File: src/rtl/trig_strobe_pkg.sv
package trig_strobe_pkg;
  typedef enum logic [1:0] {
    TMR_IDLE  = 2'd0,
    TMR_WAIT  = 2'd1,
    TMR_PULSE = 2'd2
  } tmr_state_e;
endpackage

File: src/rtl/trig_edge_filter.sv
module trig_edge_filter #(
  parameter int SYNC_STAGES = 2,
  parameter int FLT_W       = 4,
  parameter int TS_W        = 16
) (
  input  logic             clk,
  input  logic             rst_n,
  input  logic             trig_async,
  input  logic             pol,
  input  logic [FLT_W-1:0] min_stable,
  input  logic [TS_W-1:0]  timebase,
  output logic             edge_evt,
  output logic             rej_evt,
  output logic [TS_W-1:0]  edge_ts
);
  localparam logic [TS_W-1:0] LAT_FIX = TS_W'(SYNC_STAGES - 1);

  logic [SYNC_STAGES-1:0] sync_q;

  for (genvar i = 0; i < SYNC_STAGES; i++) begin : g_sync
    if (i == 0) begin : g_first
      always_ff @(posedge clk or negedge rst_n)
        if (!rst_n) sync_q[0] <= 1'b0;
        else        sync_q[0] <= trig_async;
    end else begin : g_rest
      always_ff @(posedge clk or negedge rst_n)
        if (!rst_n) sync_q[i] <= 1'b0;
        else        sync_q[i] <= sync_q[i-1];
    end
  end

  logic             sync_lvl, act_lvl, differs;
  logic             filt_q, filt_d;
  logic [FLT_W-1:0] cnt_q, cnt_d, m_eff;
  logic [FLT_W:0]   cnt_inc;
  logic             edge_q, edge_d, rej_q, rej_d;
  logic [TS_W-1:0]  ts_q, ts_d;

  assign sync_lvl = sync_q[SYNC_STAGES-1];

  always_comb begin
    act_lvl = ~pol;
    m_eff   = (min_stable == '0) ? FLT_W'(1) : min_stable;
    differs = sync_lvl ^ filt_q;
    cnt_inc = {1'b0, cnt_q} + 1'b1;
    filt_d  = filt_q;
    cnt_d   = cnt_q;
    edge_d  = 1'b0;
    rej_d   = 1'b0;
    ts_d    = ts_q;
    if (differs) begin
      if (cnt_inc >= {1'b0, m_eff}) begin
        filt_d = sync_lvl;
        cnt_d  = '0;
        if (sync_lvl == act_lvl) begin
          edge_d = 1'b1;
          ts_d   = timebase - LAT_FIX - TS_W'(m_eff);
        end
      end else begin
        cnt_d = cnt_inc[FLT_W-1:0];
      end
    end else if (cnt_q != '0) begin
      cnt_d = '0;
      if (~filt_q == act_lvl) rej_d = 1'b1;
    end
  end

  always_ff @(posedge clk or negedge rst_n) begin
    if (!rst_n) begin
      filt_q <= 1'b0;
      cnt_q  <= '0;
      edge_q <= 1'b0;
      rej_q  <= 1'b0;
      ts_q   <= '0;
    end else begin
      filt_q <= filt_d;
      cnt_q  <= cnt_d;
      edge_q <= edge_d;
      rej_q  <= rej_d;
      ts_q   <= ts_d;
    end
  end

  assign edge_evt = edge_q;
  assign rej_evt  = rej_q;
  assign edge_ts  = ts_q;
endmodule

File: src/rtl/strobe_timer.sv
module strobe_timer
  import trig_strobe_pkg::*;
#(
  parameter int TMR_W = 8
) (
  input  logic             clk,
  input  logic             rst_n,
  input  logic             start,
  input  logic [TMR_W-1:0] dly,
  input  logic [TMR_W-1:0] wid,
  output logic             strobe,
  output logic             busy
);
  tmr_state_e       st_q, st_d;
  logic [TMR_W-1:0] cnt_q, cnt_d, wid_q, wid_d;
  logic             str_q, str_d;

  always_comb begin
    st_d  = st_q;
    cnt_d = cnt_q;
    wid_d = wid_q;
    str_d = str_q;
    unique case (st_q)
      TMR_IDLE: begin
        if (start && wid != '0) begin
          wid_d = wid;
          if (dly == '0) begin
            st_d  = TMR_PULSE;
            cnt_d = wid;
            str_d = 1'b1;
          end else begin
            st_d  = TMR_WAIT;
            cnt_d = dly;
          end
        end
      end
      TMR_WAIT: begin
        if (cnt_q == TMR_W'(1)) begin
          st_d  = TMR_PULSE;
          cnt_d = wid_q;
          str_d = 1'b1;
        end else begin
          cnt_d = cnt_q - 1'b1;
        end
      end
      TMR_PULSE: begin
        if (cnt_q == TMR_W'(1)) begin
          st_d  = TMR_IDLE;
          cnt_d = '0;
          str_d = 1'b0;
        end else begin
          cnt_d = cnt_q - 1'b1;
        end
      end
      default: begin
        st_d  = TMR_IDLE;
        str_d = 1'b0;
      end
    endcase
  end

  always_ff @(posedge clk or negedge rst_n) begin
    if (!rst_n) begin
      st_q  <= TMR_IDLE;
      cnt_q <= '0;
      wid_q <= '0;
      str_q <= 1'b0;
    end else begin
      st_q  <= st_d;
      cnt_q <= cnt_d;
      wid_q <= wid_d;
      str_q <= str_d;
    end
  end

  assign strobe = str_q;
  assign busy   = (st_q != TMR_IDLE);
endmodule

File: src/rtl/trig_strobe_gen.sv
module trig_strobe_gen #(
  parameter int SYNC_STAGES = 2,
  parameter int TS_W        = 48,
  parameter int CNT_W       = 16,
  parameter int TMR_W       = 16,
  parameter int FLT_W       = 8
) (
  input  logic             clk,
  input  logic             rst_n,
  input  logic             trig_in,
  input  logic [TS_W-1:0]  timebase,
  input  logic             cfg_we,
  input  logic             cfg_pol,
  input  logic             cfg_arm,
  input  logic [FLT_W-1:0] cfg_min_stable,
  input  logic [TMR_W-1:0] cfg_delay,
  input  logic [TMR_W-1:0] cfg_width,
  output logic [TMR_W-1:0] delay_rb,
  output logic [TMR_W-1:0] width_rb,
  output logic [TS_W-1:0]  ts_value,
  output logic             ts_valid,
  output logic             strobe,
  output logic             armed,
  output logic             busy,
  output logic [CNT_W-1:0] accept_cnt,
  output logic [CNT_W-1:0] reject_cnt,
  output logic [CNT_W-1:0] drop_cnt
);
  logic             pol_q, arm_q;
  logic [FLT_W-1:0] min_q;
  logic [TMR_W-1:0] dly_q, wid_q;
  logic             edge_evt, rej_evt, tmr_busy, take;
  logic [TS_W-1:0]  edge_ts, ts_q, ts_d;
  logic             tsv_q, tsv_d;
  logic [CNT_W-1:0] acc_q, acc_d, rej_q, rej_d, drp_q, drp_d;

  trig_edge_filter #(
    .SYNC_STAGES(SYNC_STAGES), .FLT_W(FLT_W), .TS_W(TS_W)
  ) u_filter (
    .clk(clk), .rst_n(rst_n), .trig_async(trig_in), .pol(pol_q),
    .min_stable(min_q), .timebase(timebase),
    .edge_evt(edge_evt), .rej_evt(rej_evt), .edge_ts(edge_ts)
  );

  strobe_timer #(.TMR_W(TMR_W)) u_timer (
    .clk(clk), .rst_n(rst_n), .start(take), .dly(dly_q), .wid(wid_q),
    .strobe(strobe), .busy(tmr_busy)
  );

  always_comb begin
    take  = edge_evt & arm_q & ~tmr_busy;
    ts_d  = take ? edge_ts : ts_q;
    tsv_d = take;
    acc_d = take ? acc_q + 1'b1 : acc_q;
    drp_d = (edge_evt && !take) ? drp_q + 1'b1 : drp_q;
    rej_d = rej_evt ? rej_q + 1'b1 : rej_q;
  end

  always_ff @(posedge clk or negedge rst_n) begin
    if (!rst_n) begin
      pol_q <= 1'b0;
      arm_q <= 1'b0;
      min_q <= '0;
      dly_q <= '0;
      wid_q <= '0;
    end else if (cfg_we) begin
      pol_q <= cfg_pol;
      arm_q <= cfg_arm;
      min_q <= cfg_min_stable;
      dly_q <= cfg_delay;
      wid_q <= cfg_width;
    end
  end

  always_ff @(posedge clk or negedge rst_n) begin
    if (!rst_n) begin
      ts_q  <= '0;
      tsv_q <= 1'b0;
      acc_q <= '0;
      rej_q <= '0;
      drp_q <= '0;
    end else begin
      ts_q  <= ts_d;
      tsv_q <= tsv_d;
      acc_q <= acc_d;
      rej_q <= rej_d;
      drp_q <= drp_d;
    end
  end

  assign delay_rb   = dly_q;
  assign width_rb   = wid_q;
  assign ts_value   = ts_q;
  assign ts_valid   = tsv_q;
  assign armed      = arm_q;
  assign busy       = tmr_busy;
  assign accept_cnt = acc_q;
  assign reject_cnt = rej_q;
  assign drop_cnt   = drp_q;
endmodule

File: config.mk
export PLATFORM = sky130hd
export DESIGN_NAME = trig_strobe_gen
export DESIGN_NICKNAME = d
export VERILOG_FILES = /design/src/rtl/trig_strobe_pkg.sv /design/src/rtl/trig_edge_filter.sv /design/src/rtl/strobe_timer.sv /design/src/rtl/trig_strobe_gen.sv
export SDC_FILE = /design/constraint.sdc
export NUM_CORES = 1
export LEC_CHECK = 0
export BUFFER_PORTS_ARGS = -buffer_cell sky130_fd_sc_hd__buf_2
export CAP_MARGIN = 20
export CELL_PAD_IN_SITES_DETAIL_PLACEMENT = 0
export CELL_PAD_IN_SITES_GLOBAL_PLACEMENT = 1
export CORE_AREA = 2 2 173 175
export CTS_BUF_LIST = sky130_fd_sc_hd__clkbuf_8
export DETAILED_ROUTE_END_ITERATION = 8
export DIE_AREA = 0 0 175 177
export GPL_ROUTABILITY_DRIVEN = 0
export GPL_TIMING_DRIVEN = 0
export PLACE_DENSITY_LB_ADDON = 0.1
export RECOVER_POWER = 25
export SETUP_SLACK_MARGIN = 0.1
export SLEW_MARGIN = 0
export SYNTH_ARGS = -nofsm -noshare
export SYNTH_HDL_FRONTEND = slang
export SYNTH_HIERARCHICAL = 1
export SYNTH_SLANG_ARGS = --single-unit
File: constraint.sdc
create_clock -name clk -period 3.94 [get_ports clk]
set_input_delay 0.394 -clock clk [delete_from_list [all_inputs] [get_ports clk]]
set_output_delay 0.394 -clock clk [all_outputs]
set_load 0.03 [all_outputs]
Word level (Yosys, flattened, before mapping)
Index checks and enable logic that the tools add are counted.
Widths: inputs -> output; s select.
{"block": "totals", "input_bits": 94, "reg_bits": 235, "out_inout_bits": 132, "wordCells": 86}
{"block": "op_classes", "add_sub_neg": 7, "n_reduce_logical": 17, "n_mux": 25, "eq_ne": 9, "order_cmp": 1, "bitwise_logic": 6}
{"operator": "$mux 16", "n": 4}
{"operator": "$add 16x1->16 const B", "n": 3}
{"operator": "$pmux 16 s3", "n": 1}
{"operator": "$sub 48x1->48 const B", "n": 1}
{"operator": "$sub 48x8->48", "n": 1}
{"operator": "$mux 8", "n": 4}
{"operator": "$eq 16x1->1 const B", "n": 1}
{"operator": "$logic_not 16->1", "n": 1}
{"operator": "$reduce_bool 16->1", "n": 1}
{"operator": "$sub 16x1->16 const B", "n": 1}
{"operator": "$mux 1", "n": 10}
{"operator": "$add 8x1->9 const B", "n": 1}
{"operator": "$ge 9x8->1", "n": 1}
{"operator": "$logic_not 8->1", "n": 1}
{"operator": "$mux 2", "n": 4}
{"operator": "$ne 2x1->1 const B", "n": 4}
{"operator": "$reduce_bool 8->1", "n": 1}
{"operator": "$pmux 2 s3", "n": 1}
{"operator": "$reduce_and 2->1", "n": 3}
{"operator": "$reduce_and 3->1", "n": 2}
{"operator": "$reduce_and 4->1", "n": 1}
{"operator": "$reduce_bool 2->1", "n": 2}
{"operator": "$not 1->1", "n": 3}
{"operator": "$pmux 1 s3", "n": 1}
{"operator": "9 further kinds", "n": 12}

Longest topological paths before layout
Gate-level depths: netlist (run 1).
{"block": "logic_depth", "word_depth": 6, "mapped_depth": 13, "depth_no_buf": 12}

Hierarchy
The synthesis (run 1) kept the hierarchy.
{"module": "trig_strobe_gen", "n_inst": 1, "area_each_um2": 5476.5, "cells_each": 475, "seq_area_each_um2": 3478.3}
{"module": "trig_edge_filter", "n_inst": 1, "area_each_um2": 3669.8, "cells_each": 406, "seq_area_each_um2": 1526.5}
{"module": "strobe_timer", "n_inst": 1, "area_each_um2": 2343.5, "cells_each": 237, "seq_area_each_um2": 875.8}

Worst setup path before layout (run 1)
No wires, ideal clock.
{"block": "synth_path", "kind": "flip-flop to flip-flop", "start": "register u_timer.st_q[0]", "end": "register u_timer.wid_q[0]", "synth_period_minus_slack_ps": 2752, "arrival_ps": 2627, "required_ps": 3815, "path_slack_ps": 1188, "stages_incl_launch_ff": 13, "n_path_buf": 4, "setup_time_ps": 125, "path_cell_list": "dfrtp_1 inv_1 ha_1 clkbuf_1 inv_1 nand3b_2 inv_2 buf_2 o41ai_4 or2_1 buf_6 buf_12 mux2_4"}
{"block": "synth_between", "elab_chain_len": 5, "elab_cells_between_ends": 6, "classes_between": "2 x bitwise; 4 x reduce/logical"}
{"element": "start, declared", "line_no": "strobe_timer.sv:14", "text": "tmr_state_e st_q, st_d;"}
{"element": "start signal, assigned", "line_no": "strobe_timer.sv:69", "text": "st_q <= st_d;"}
{"element": "$reduce_bool 2->1", "line_no": "strobe_timer.sv:77", "text": "assign busy = (st_q != TMR_IDLE);"}
{"element": "via busy", "line_no": "trig_strobe_gen.sv:24", "text": "output logic busy,"}
{"element": "$not 1->1", "line_no": "trig_strobe_gen.sv:51", "text": "take = edge_evt & arm_q & ~tmr_busy;"}
{"element": "$and 1x1->1", "line_no": "trig_strobe_gen.sv:51"}
{"element": "via take", "line_no": "trig_strobe_gen.sv:32", "text": "logic edge_evt, rej_evt, tmr_busy, take;"}
{"element": "$logic_and 1x1->1", "line_no": "strobe_timer.sv:25", "text": "if (start && wid != '0) begin"}
{"element": "$reduce_and 2->1 (no line)"}
{"element": "end signal, assigned", "line_no": "strobe_timer.sv:71", "text": "wid_q <= wid_d;"}
{"element": "end, declared", "line_no": "strobe_timer.sv:15", "text": "logic [TMR_W-1:0] cnt_q, cnt_d, wid_q, wid_d;"}
The timed path passes the listed nets, and every way through them passes these cells.
A chain may end at the register's enable or synchronous reset.

Worst setup path in the final report (run 1)
{"block": "layout_path", "start": "register u_filter.cnt_q[0]", "end": "register u_filter.ts_q[5], in the netlist u_filter/edge_ts[5]"}
{"block": "layout_between", "elab_chain_len": 3}
{"element": "start, declared", "line_no": "trig_edge_filter.sv:34", "text": "logic [FLT_W-1:0] cnt_q, cnt_d, m_eff;"}
{"element": "start signal, assigned", "line_no": "trig_edge_filter.sv:77", "text": "cnt_q <= cnt_d;"}
{"element": "$add 8x1->9", "line_no": "trig_edge_filter.sv:45", "text": "cnt_inc = {1'b0, cnt_q} + 1'b1;"}
{"element": "$ge 9x8->1", "line_no": "trig_edge_filter.sv:52", "text": "if (cnt_inc >= {1'b0, m_eff}) begin"}
{"element": "$reduce_and 3->1 (no line)"}
{"element": "end signal, assigned", "line_no": "trig_edge_filter.sv:80", "text": "ts_q <= ts_d;"}
{"element": "end, declared", "line_no": "trig_edge_filter.sv:37", "text": "logic [TS_W-1:0] ts_q, ts_d;"}
No other way between the ends.

==> impl_results.md, run 1 <==
* First-pass GRT wire length at around 50 mm
* Congestion Overflow GR at 0
* Layout cell share with drive strength beyond 1 at between 20 and 30%
* Hold Violations, Final at 0
* Cell taking the most area after synthesis: dfrtp_1
* RSZ-0062 raised after global routing: no
* Port buffer count at ~220
* CP arrival at about 3.8 ns
* H-tree depth at 2
* Io pins at 226
* Syn nets at 1239
* Vias per cell at a little over 5
* Min-delay worst type: input port to flip-flop
* Actual slew at the worst max-slew pin at 1.78 ns
* Synth Instances at 1118
* Slowest CP cell: dfrtp_1
* Critical Path Fanout Max at 10
* Most frequent cell after synthesis: nand2_1
* Post-Route Utilization at a little under half
* CTS sink count at roughly 240
* Drt drc at 0
* Yosys top cell area share at 51.2%
* Post-CTS setup buffer count at 0
* CTS tree: built
* Flops & latches, synth at 235
* DR WL/cell at 17.9 microns
* Top_reg_cell synth: dfrtp_1
* Area Overhead vs Synth at 22.0%
* Largest net degree at the start of global routing at 98
* Metal3 WL at 2.12 mm
* Max Clock Skew at 0.0258 ns
* Worst-path clk slew at roughly 0.06 ns
* Cell Area, Synth at 0.0115 sq mm
* Pwr/cell area at 545 mW/mm^2
* P_leak at 6.97 nW
* Nets at 1512
* Post-synth top cells: nand2_1, dfrtp_1, xnor2_1
* Wire length on met2 at 14.7 mm
* Worst-path cell chain: ha_1 > nand3_1 > nor2_1 > xor2_1 > ha_1 > a21o_1 > a21oi_1 > o21ai_0 > o31ai_2 > clkbuf_2 > clkbuf_1 > o21ai_0
* CP Launch Type: flip-flop
* GRT Resource Usage Total at 21.0%
* Core area at 0.0292 sq mm
* Syn avg cell area at 10.3 sq um
* DPL Wire Length at 23.9 mm
* Final Max Slew Viols at 63
* CP peak stage delay at 0.46 ns
* Num rows at 63
* Worst EP required at 4.34 ns
* Post-route cell area at 0.0140 sq mm
* Outcome: finished with violations
* Number of library cell types mapped by synthesis at 76
* CTS buffer count at 42
* Top cells by area, synth: dfrtp_1, nand2_1, xnor2_1, mux2_2, ha_1
* Asr flop ratio synth at between 90% and 100%
* Clk_lat worst skew at 0.55 ns
* Die height at 177 microns
* Worst setup path class: flip-flop to flip-flop
* # setup viols final at 0
* Iteration-0 DRC Markers at 429
* Post-synth EDFFs at 0
* Vias in the first global route at slightly above 9000
* Tcrit/Tclk final at between 80 and 90%
* Initial Utilization at around two fifths
* Full die area at 0.0310 sq mm
* Clk buf depth at 3
* Final min period at between 3 and 4 ns
* Max_cap viols at 1
* Die Span X at approximately 180 microns
* Sequential element share of the synthesized area at ~50%
* Routed wire length at 32.4 mm
* Post-DP Area at 0.0132 sq mm
* Top routing layer in use: met5
* Slew margin rel. at -18.5%
* Worst vdd ir at roughly 300 uV
* Yosys Warn Count at 6
* Clock root buffer: clkbuf_8
* Crit path buf inv count at 2
* Drt pass-1 iters at 5
* Antenna viol nets, final at 0
* Critical path capture point type: flip-flop
* Max Clock Freq at 292 MHz
* Number of antenna violations at the first check in global routing at 11
* WL met1 at 14.7 mm
* Violated checks: max-capacitance violations, max-slew violations
* Top delay family on crit path: compound AO/OA/AOI/OAI gates
* DR vias at between 9000 and 10000
==> per-stage QoR <==
stage	TNS [ns]	hold WS, ns	power (mW)	cells	worst slack, ns
after detailed placement	0	0.335	5.44	1734	0.117
after floorplan	0	0.0984	4.67	1118	1.19
after global placement	-462.68	0.336	5.40	1732	-1.99
after CTS	0	0.0381	7.72	1805	0.102
after global routing	0	0.0474	8.12	1809	0.143
final	0	0.0688	7.64	1812	0.516
==> layout make-up <==
class / count / area [sq um]
Fill cell: 2878 / 15200
Clock buffer: 55 / 757
Timing Repair Buffer: 229 / 1200
Multi-Input combinational cell: 801 / 5270
Antenna cell: 6 / 15.0
Buffer: 45 / 206
Sequential cell: 235 / 5880
Clock inverter: 14 / 57.6
Inverter: 37 / 139
Tap cell: 390 / 488
==> registers in the layout (all words and copies together) (netlist names), 2 cells and up <==
register,flops
accept_cnt,16
delay_rb,16
drop_cnt,16
min_q,8
reject_cnt,16
ts_value,48
u_filter/cnt_q,8
u_filter/edge_ts,48
u_timer/cnt_q,16
u_timer/st_q,2
u_timer/wid_q,16
width_rb,16
==> report_power, final <==
group / total (mW) / internal [mW] / switching [mW] / leakage [nW]
sequential: 3.26 / 2.87 / 0.400 / 2.93
clock: 2.24 / 1.23 / 1.01 / 0.464
combinational: 2.13 / 0.791 / 1.34 / 3.58
==> cells by family (layout without fill, tap and decap cells) <==
family / Yosys count / count (layout) / share of synthesized area, %
xor+xnor: 97 / 97 / 7.39
other cells: 0 / 6 / 0
buf+inv: 82 / 380 / 3.02
simple gates: 456 / 456 / 19.2
fa+ha+maj: 27 / 27 / 3.01
mux: 67 / 67 / 6.90
compound gates: 154 / 154 / 9.29
flops: 235 / 235 / 51.2
==> path summary, 6_finish.rpt <==
path	startpoint	end	slack (ns)	cells past startpoint
setup reg to reg	u_filter/cnt_q[0]$_DFFE_PN0P_	u_filter/edge_ts[5]$_DFFE_PN0P_	0.52	12
hold / removal	cfg_delay[15]	delay_rb[15]$_DFFE_PN0P_	0.07	2
setup / recovery	u_filter/cnt_q[0]$_DFFE_PN0P_	u_filter/edge_ts[5]$_DFFE_PN0P_	0.52	12
hold reg to reg	u_filter/sync_q[0]$_DFF_PN0_	u_filter/sync_lvl$_DFF_PN0_	0.35	0
min in group asynchronous	rst_n	width_rb[10]$_DFFE_PN0P_	0.83	2
max in group asynchronous	rst_n	u_filter/edge_ts[3]$_DFFE_PN0P_	1.87	3
==> timing repair <==
item                       in CTS  in global routing
setup endpoints to repair       0                 47
hold buffers                    2                  0
hold endpoints to repair       63                  0
resized for setup               0                  8
==> cell usage in the layout (no fill, tap or decap), drive strengths merged, types with 3 or more instances in the layout <==
cell,n
a22o,5
inv,47
xor2,24
nor4,28
nand2,241
nand4,13
xnor2,73
and4,3
a221oi,7
buf,233
o31ai,9
a2bb2oi,4
or4,13
nor3,45
a211o,7
a21oi,14
and3,9
nand3,25
o211ai,3
or3,12
clkbuf,94
o41ai,4
clkinv,4
a211oi,11
nor2b,10
and2,6
a31oi,6
a21o,5
o21ai,57
dfrtp,235
diode,6
o221ai,3
ha,26
nor2,33
nand2b,8
o2111ai,3
o22ai,4
mux2,65
==> metal layers <==
layer  global-route usage, %  vias to the layer above
li1                        -                     4464
met1                    28.6                     4453
met2                    32.9                      229
met3                    5.50                       74
met4                    6.56                       10
met5                       0                        -
(Power assumes the default switching activity.)
==> run 2, diff against run 1 <==
--- a/config.mk
+++ b/config.mk
@@ -8,11 +8,11 @@
 export BUFFER_PORTS_ARGS = -buffer_cell sky130_fd_sc_hd__buf_2
 export CAP_MARGIN = 20
 export CELL_PAD_IN_SITES_DETAIL_PLACEMENT = 0
-export CELL_PAD_IN_SITES_GLOBAL_PLACEMENT = 1
-export CORE_AREA = 2 2 173 175
+export CELL_PAD_IN_SITES_GLOBAL_PLACEMENT = 2
+export CORE_AREA = 2 2 182 184
 export CTS_BUF_LIST = sky130_fd_sc_hd__clkbuf_8
 export DETAILED_ROUTE_END_ITERATION = 8
-export DIE_AREA = 0 0 175 177
+export DIE_AREA = 0 0 184 186
 export GPL_ROUTABILITY_DRIVEN = 0
 export GPL_TIMING_DRIVEN = 0
 export PLACE_DENSITY_LB_ADDON = 0.1
==> run 2 against run 1 <==
Compared with the run above:
- first-iteration DRC count down 15%
- clock skew down 0.0076 ns
- largest power group unchanged
- die area up 10%
- the flow still finishes with violations (max-capacitance violations, max-slew violations)
- sequential share of layout area about the same
- clock power about the same
==> impl_results.md, run 2 (same netlist as run 1, synthesis figures left out) <==
* Outcome: finished with violations
* Violated checks: max-capacitance violations, max-slew violations
* Filler-free cell count of the finished design at 1834 (+1.2%)
* Worst setup path class: flip-flop to flip-flop
* Largest net degree at the start of global routing at 112 (+14%)
* Clock root buffer: clkbuf_8
* Critical path capture point type: flip-flop
* Hold Violations, Final at 0 (unchanged)
* Num rows at 66 (+4.8%)
* Switching power at 2.79 mW (+1.4%)
* Post-Route Utilization at 43.5% (-4.4 points)
* GRT Resource Usage Total at 20.0% (-1.0 points)
* Max Clock Skew at 0.0182 ns (-0.00761 ns)
* Io pins at 226 (unchanged)
* Drt drc at 0 (unchanged)
* Clk buf depth at 3 (unchanged)
* Slew margin rel. at -22.3% (-3.8 points)
* Worst-path clk slew at 0.06 ns (about the same)
* Tcrit/Tclk final at 89.5% (+2.6 points)
* Setup WS post-layout at 0.412 ns (-0.104 ns)
* Most frequent cells in the layout: nand2_1, dfrtp_1, buf_2
* Hold path cells at 2 (unchanged)
* Pwr/cell area at 547 mW/mm^2 (+0.34%)
* TNS Setup at 0 ns (unchanged)
* Actual slew at the worst max-slew pin at 1.83 ns (+0.0577 ns)
* Post-CTS setup buffer count at 0 (unchanged)
* DPL Wire Length at 24.6 mm (+3.0%)
* Layout cell share with drive strength beyond 1 at 26.8% (-0.52 points)
* Internal power at 4.88 mW (-0.15%)
* Fillers at 3286 (+14%)
* Area Overhead vs Synth at 22.1% (about the same)
* Port buffer count at 224 (unchanged)
* Max Clock Freq at 283 MHz (-2.9%)
* Max_cap viols at 1 (unchanged)
* Nets at 1513 (+0.066%)
* Clk_lat worst skew at 0.54 ns (about the same)
* Routed wire length at 33.9 mm (+4.5%)
* Switching share of power at 36.4% (+0.36 points)
* Post-route cell area at 0.0140 sq mm (about the same)
* # setup viols final at 0 (unchanged)
* CTS sink count at 235 (unchanged)
* Critical Path Fanout Max at 11 (+1)
* Hold_sp: cfg_delay[12]
* DR vias at 9266 (+0.39%)
* Post-DP Area at 0.0132 sq mm (+0.17%)
* First-pass GRT wire length at 53.3 mm (+3.9%)
* Setup Slack @ Placement at 0.0261 ns (-0.0908 ns)
* CTS buffer count at 44 (+4.8%)
* Most common cell after layout, fill and taps aside: nand2_1
* H-tree depth at 2 (unchanged)
* P_leak at 6.99 nW (+0.23%)
* Worst EP required at 4.37 ns (+0.03 ns)
* CP Launch Type: flip-flop
* Antenna viol nets, final at 0 (unchanged)
* Drt pass-1 iters at 5 (unchanged)
* CP Launch Point: u_timer/st_q[1]$_DFFE_PN0P_
* Core area at 0.0322 sq mm (+10%)
* Congestion Overflow GR at 0 (unchanged)
* Final min period at 3.53 ns (+0.104 ns)
* R2r worst-path depth at 12 (unchanged)
* Min-delay worst type: input port to flip-flop
* DR WL/cell at 18.5 microns (+3.2%)
* Post-Place Cells at 1752 (+1.0%)
* CP arrival at 3.96 ns (+0.14 ns)
* Initial Utilization at 35.7% (-3.6 points)
* Worst vdd ir at 234 uV (-22%)
* Sequential share of power at 42.6% (about the same)
* Clock share of power at 29.5% (+0.2 points)
* RSZ-0062 raised after global routing: no
* Number of antenna violations at the first check in global routing at 7 (-4)
* Die height at 186 microns (+5.1%)
* Die Span X at 184 microns (+5.1%)
* Iteration-0 DRC Markers at 365 (-15%)
* Vias per cell at 5.05 (-0.81%)
* Logic gate share of total power at 27.9% (about the same)
* Reg2reg start: u_timer/st_q[1]$_DFFE_PN0P_
* Full die area at 0.0342 sq mm (+10%)
* Vias in the first global route at 9494 (+2.0%)
* Final Max Slew Viols at 32 (-49%)
* CTS tree: built
[run 2: changes by cell type in the layout (fill, tap and decap cells not counted)]
cell / before / now
clkbuf_8: 55 / 51
diode_2: 6 / 5
clkbuf_1: 34 / 36
bufinv_16: 0 / 1
clkbuf_4: 0 / 1
clkbuf_2: 5 / 2
buf_16: 2 / 1
o31ai_2: 1 / 0
inv_1: 46 / 55
o31ai_4: 0 / 1
[run 2: timing repair]
action	4_1_cts	5_1_grt
hold endpoints to repair	31	0
hold buffers	2	0
resized for setup	1	6
endpoints found under the setup margin	43	50
[run 2: metal layers]
metal,track usage [%],share of wire [%],vias to the layer above
met2,32.9,48,218
met1,26.2,45,4526
met5,0,0.11,-
met4,6.59,2.3,6
met3,4.25,5.2,58
li1,-,-,4458
[run 2: path summary, 6_finish.rpt]
path | end | slack, ns
min reg2reg | u_filter/sync_lvl$_DFF_PN0_ | 0.35
max reg2reg | u_timer/cnt_q[7]$_DFFE_PN0P_ | 0.41
min in group asynchronous | u_timer/wid_q[9]$_DFFE_PN0P_ | 0.89
max in group asynchronous | accept_cnt[2]$_DFFE_PN0P_ | 0.77
min | delay_rb[12]$_DFFE_PN0P_ | 0.08
max | u_timer/cnt_q[7]$_DFFE_PN0P_ | 0.41
[run 2: power by group through the flow]
stage	registers, mW	clock network (mW)	logic (mW)
floorplan	3.55	0	1.13
global placement	3.30	0	2.12
finish	3.27	2.27	2.14
detailed placement	3.31	0	2.13
global route	3.34	2.47	2.37
CTS	3.27	2.35	2.15
[run 2: metrics by stage]
stage          hold WS (ns)  power [mW]
5_1_grt              0.0546        8.18
3_3_place_gp          0.341        5.43
3_5_place_dp          0.278        5.44
2_1_floorplan        0.0984        4.67
6_report             0.0823        7.67
4_1_cts              0.0461        7.77
[run 2: critical path, stage by stage, from the launching register on]
cell and delay (ns):
dfrtp_1 0.38, inv_1 0.10, ha_1 0.14, clkbuf_1 0.29, inv_1 0.26, nand3b_4 0.34, inv_2 0.23, buf_2 0.32
o41ai_4 0.21, mux2i_1 0.41, buf_2 0.36, o31ai_1 0.12, a22o_1 0.25
[run 2: layout make-up]
| type | instances | area [sq um] | area share, % |
|---|---|---|---|
| sequential | 235 | 5880 | 41.9 |
| multi-input combinational | 801 | 5280 | 37.6 |
| timing repair buffer | 228 | 1170 | 8.38 |
| clock buffer | 51 | 702 | 5.00 |
| tap | 408 | 510 | 3.64 |
| buffer | 45 | 205 | 1.46 |
| inverter | 37 | 139 | 0.990 |
| clock inverter | 24 | 121 | 0.865 |
| antenna | 5 | 12.5 | 0.0892 |
==> run 3, diff against run 2 <==
--- a/config.mk
+++ b/config.mk
@@ -5,14 +5,15 @@
 export SDC_FILE = /design/constraint.sdc
 export NUM_CORES = 1
 export LEC_CHECK = 0
+export ABC_AREA = 1
 export BUFFER_PORTS_ARGS = -buffer_cell sky130_fd_sc_hd__buf_2
 export CAP_MARGIN = 20
 export CELL_PAD_IN_SITES_DETAIL_PLACEMENT = 0
 export CELL_PAD_IN_SITES_GLOBAL_PLACEMENT = 2
-export CORE_AREA = 2 2 182 184
+export CORE_AREA = 2 2 204 206
 export CTS_BUF_LIST = sky130_fd_sc_hd__clkbuf_8
 export DETAILED_ROUTE_END_ITERATION = 8
-export DIE_AREA = 0 0 184 186
+export DIE_AREA = 0 0 206 208
 export GPL_ROUTABILITY_DRIVEN = 0
 export GPL_TIMING_DRIVEN = 0
 export PLACE_DENSITY_LB_ADDON = 0.1
==> run 3 against run 2 <==
Compared with the run above:
- the flow still finishes with violations (max-capacitance violations, max-slew violations)
- die area rose by 25%
- first-iteration DRC count rose by 80%
- total power rose by 17%
==> impl_results.md, run 3 <==
* Cell taking the most area after synthesis: dfrtp_1
* Actual slew at the worst max-slew pin at 2.24 ns (+0.408 ns)
* Critical path capture point type: flip-flop
* Flops & latches, synth at 235 (unchanged)
* Filler-free cell count of the finished design at 2665 (+45%)
* Core area at 0.0406 sq mm (+26%)
* M1 GR Usage at 27.7% (+1.4 points)
* Worst-path cell chain: inv_1 > nand4_1 > nor4_1 > nor2_1 > ha_1 > inv_1 > fa_1 > inv_1 > nand3_1 > nand3_1 > nand2_1 > nand2_1 > nor2_2 > xor2_1 > nand2_1 > nand2_1
* Hold path cells at 5 (+3)
* Violated checks: max-capacitance violations, max-slew violations
* CP peak stage delay at 0.43 ns (+0.02 ns)
* Post-Route Utilization at 40.7% (-2.8 points)
* Initial Utilization at 32.9% (-2.8 points)
* Top delay family on crit path: simple AND/OR/NAND/NOR gates
* First-pass GRT wire length at 69.0 mm (+30%)
* Yosys Warn Count at 6 (unchanged)
* Crit path buf inv count at 3 (-3)
* Max_cap viols at 1 (unchanged)
* R2r worst-path depth at 16 (+4)
* Final min period at 2.78 ns (-0.748 ns)
* Most frequent cells in the layout: nand2_1, buf_2, dfrtp_1
* Full die area at 0.0428 sq mm (+25%)
* Area Overhead vs Synth at 23.8%
* Largest net degree at the start of global routing at 105 (-6.3%)
* DR vias at 12301 (+33%)
* TNS Setup at 0 ns (unchanged)
* Top_reg_cell synth: dfrtp_1
* Top cells by area, synth: dfrtp_1, nand2_1, nor2_1, inv_1, nand3_1
* GRT Resource Usage Total at 20.8% (+0.79 points)
* Drt pass-1 iters at 5 (unchanged)
* H-tree depth at 2 (unchanged)
* Cell Area, Synth at 0.0133 sq mm (+16%)
* Reg2Reg Setup Slack at 1.16 ns (+0.75 ns)
* Slew margin rel. at -49.5% (-27 points)
* Layout cell share with drive strength beyond 1 at 19.6% (-7.2 points)
* Final Max Slew Viols at 35 (+9.4%)
* Die height at 208 microns (+12%)
* CTS sink count at 235 (unchanged)
* CP Launch Type: flip-flop
* Most common cell after layout, fill and taps aside: nand2_1
* Io pins at 226 (unchanged)
* Asr flop ratio synth at 100% (unchanged)
* Antenna viol nets, final at 0 (unchanged)
* Sequential element share of the synthesized area at 44.1% (-7.1 points)
* Clock root buffer: clkbuf_8
* RSZ-0062 raised after global routing: no
* Die Span X at 206 microns (+12%)
* Hold Crit Endpoint: u_filter/edge_ts[43]$_DFFE_PN0P_
* CTS buffer count at 44 (unchanged)
* Worst vdd ir at 235 uV (+0.38%)
* CTS tree: built
* Met2 GRT Util at 35.0% (+2.1 points)
* Post-Place Cells at 2543 (+45%)
* Num rows at 74 (+12%)
* P_leak at 8.92 nW (+28%)
* # setup viols final at 0 (unchanged)
* Max Clock Skew at 0.0374 ns (+0.0192 ns)
* Outcome: finished with violations
* Tcrit/Tclk final at 70.6% (-19 points)
* Yosys top cell area share at 44.1% (-7.1 points)
* Number of antenna violations at the first check in global routing at 0 (-7)
* Most frequent cell after synthesis: nand2_1
* Post-synth top cells: nand2_1, dfrtp_1, nor2_1
* Iteration-0 DRC Markers at 657 (+80%)
* Most used cell, CP: nand2_1
* Reg2reg start: min_q[1]$_DFFE_PN0P_
* Syn avg cell area at 7.47 sq um (-27%)
* DPL Wire Length at 35.0 mm (+42%)
* Vias in the first global route at 12256 (+29%)
* Nets at 2222 (+47%)
* GR Layer Usage met3 at 3.41% (-0.83 points)
* DR WL/cell at 16.5 microns (-11%)
* Layer with the highest usage: met2
* Worst setup path class: flip-flop to flip-flop
* Critical Path Fanout Max at 5 (-6)
* CP arrival at 3.30 ns (-0.66 ns)
* Drt drc at 0 (unchanged)
* Port buffer count at 224 (unchanged)
* Pwr/cell area at 546 mW/mm^2 (-0.25%)
* Syn nets at 1906 (+54%)
* Hold Violations, Final at 0 (unchanged)
* Max Clock Freq at 360 MHz (+27%)
* Post-CTS setup buffer count at 0 (unchanged)
* Clk buf depth at 3 (unchanged)
* Worst Hold Margin at 0.134 ns (+0.0521 ns)
* FF-to-FF End: u_filter/edge_ts[24]$_DFFE_PN0P_
* Inserted Diodes at 0 (-5)
* Number of library cell types mapped by synthesis at 43 (-43%)
* Hold_sp: timebase[43]
* Worst-path clk slew at 0.06 ns (about the same)
* Synth Instances at 1785 (+60%)
* Post-synth EDFFs at 0 (unchanged)
* Total power draw at 9.01 mW (+17%)
* Slowest CP cell: dfrtp_1
* Routed wire length at 43.9 mm (+30%)
* Vias per cell at 4.62 (-8.6%)
* Worst EP required at 4.46 ns (+0.09 ns)
* Clk_lat worst skew at 0.62 ns (+0.08 ns)
* Min-delay worst type: input port to flip-flop
* Congestion Overflow GR at 0 (unchanged)
* Fillers at 4360 (+33%)
==> run 3: cell types whose count changed in the layout (fill, tap and decap cells not counted), moves of 42 or more <==
cell           previous run  this run
nor2_1                   33       199
inv_1                    55       199
dlygate4sd3_1             2        44
nand3_1                  24       117
xnor2_1                  73        14
nand2_1                 241       708
==> run 3: power breakdown <==
| part | internal, mW | switching (mW) |
|---|---|---|
| sequential | 2.98 | 0.455 |
| clock | 1.33 | 1.09 |
| combinational | 1.02 | 2.13 |
==> run 3: cells by family (layout without fill, tap and decap cells) <==
group,after synthesis,count (layout),share of synthesized area (%)
and+or+nand+nor,1147,1147,36.9
buffers and inverters,236,584,7.39
DFF,235,235,44.1
AOI/OAI and AO/OA,50,50,2.31
xor gates and xnor gates,49,49,3.22
muxes,41,41,3.46
adders and majority gates,27,27,2.59
==> run 3: per-layer routing <==
| layer | up-vias | share of wire, % | wire (microns) |
|---|---|---|---|
| li1 | 6211 | - | - |
| met2 | 270 | 48 | 20900 |
| met4 | 0 | 2.0 | 862 |
| met1 | 5754 | 46 | 20000 |
| met5 | - | 0 | 0 |
| met3 | 66 | 4.8 | 2090 |
==> run 3: worst min-delay path: cells and delay by family <==
family,cells,cell delay (ns)
and+or+nand+nor,4,0.20
buffers and inverters,1,0.10
==> run 3: how the worst max path moves through the flow <==
stage | to | cells past startpoint | slack (ns) | startpoint
6_report | u_filter/edge_ts[24]$_DFFE_PN0P_ | 16 | 1.16 | min_q[1]$_DFFE_PN0P_
4_1_cts | u_filter/edge_ts[24]$_DFFE_PN0P_ | 16 | 1.12 | min_q[1]$_DFFE_PN0P_
3_3_place_gp | ts_value[32]$_DFFE_PN0P_ | 1 | -2.03 | rst_n
3_5_place_dp | u_filter/edge_ts[36]$_DFFE_PN0P_ | 18 | 1.14 | min_q[1]$_DFFE_PN0P_
5_1_grt | u_filter/edge_ts[26]$_DFFE_PN0P_ | 16 | 0.79 | min_q[1]$_DFFE_PN0P_
2_1_floorplan | u_filter/edge_ts[36]$_DFFE_PN0P_ | 18 | 1.77 | min_q[1]$_DFFE_PN0P_
==> run 3: final cells by class <==
cell class	instances	area, sq um	area share (%)
Inverter	198	743	4.50
Clock buffer	55	757	4.59
Multi-Input combinational cell	1314	6460	39.2
Timing Repair Buffer	270	1620	9.79
Sequential cell	235	5880	35.6
Clock inverter	23	146	0.887
Tap cell	532	666	4.03
Buffer	38	235	1.43
==> run 3: through the flow <==
step,setup slack [ns],instance area (sq um)
floorplan,1.77,13300
global placement,-2.03,15100
detailed placement,1.14,15200
CTS,1.12,16500
global route,0.790,16500
finish,1.16,16500
==> run 3: repair_timing <==
item                                   4_1_cts  5_1_grt
gates resized for setup                      0        0
setup endpoints to repair                    0        0
endpoints found under the hold margin       77        0
hold buffers                                44        0
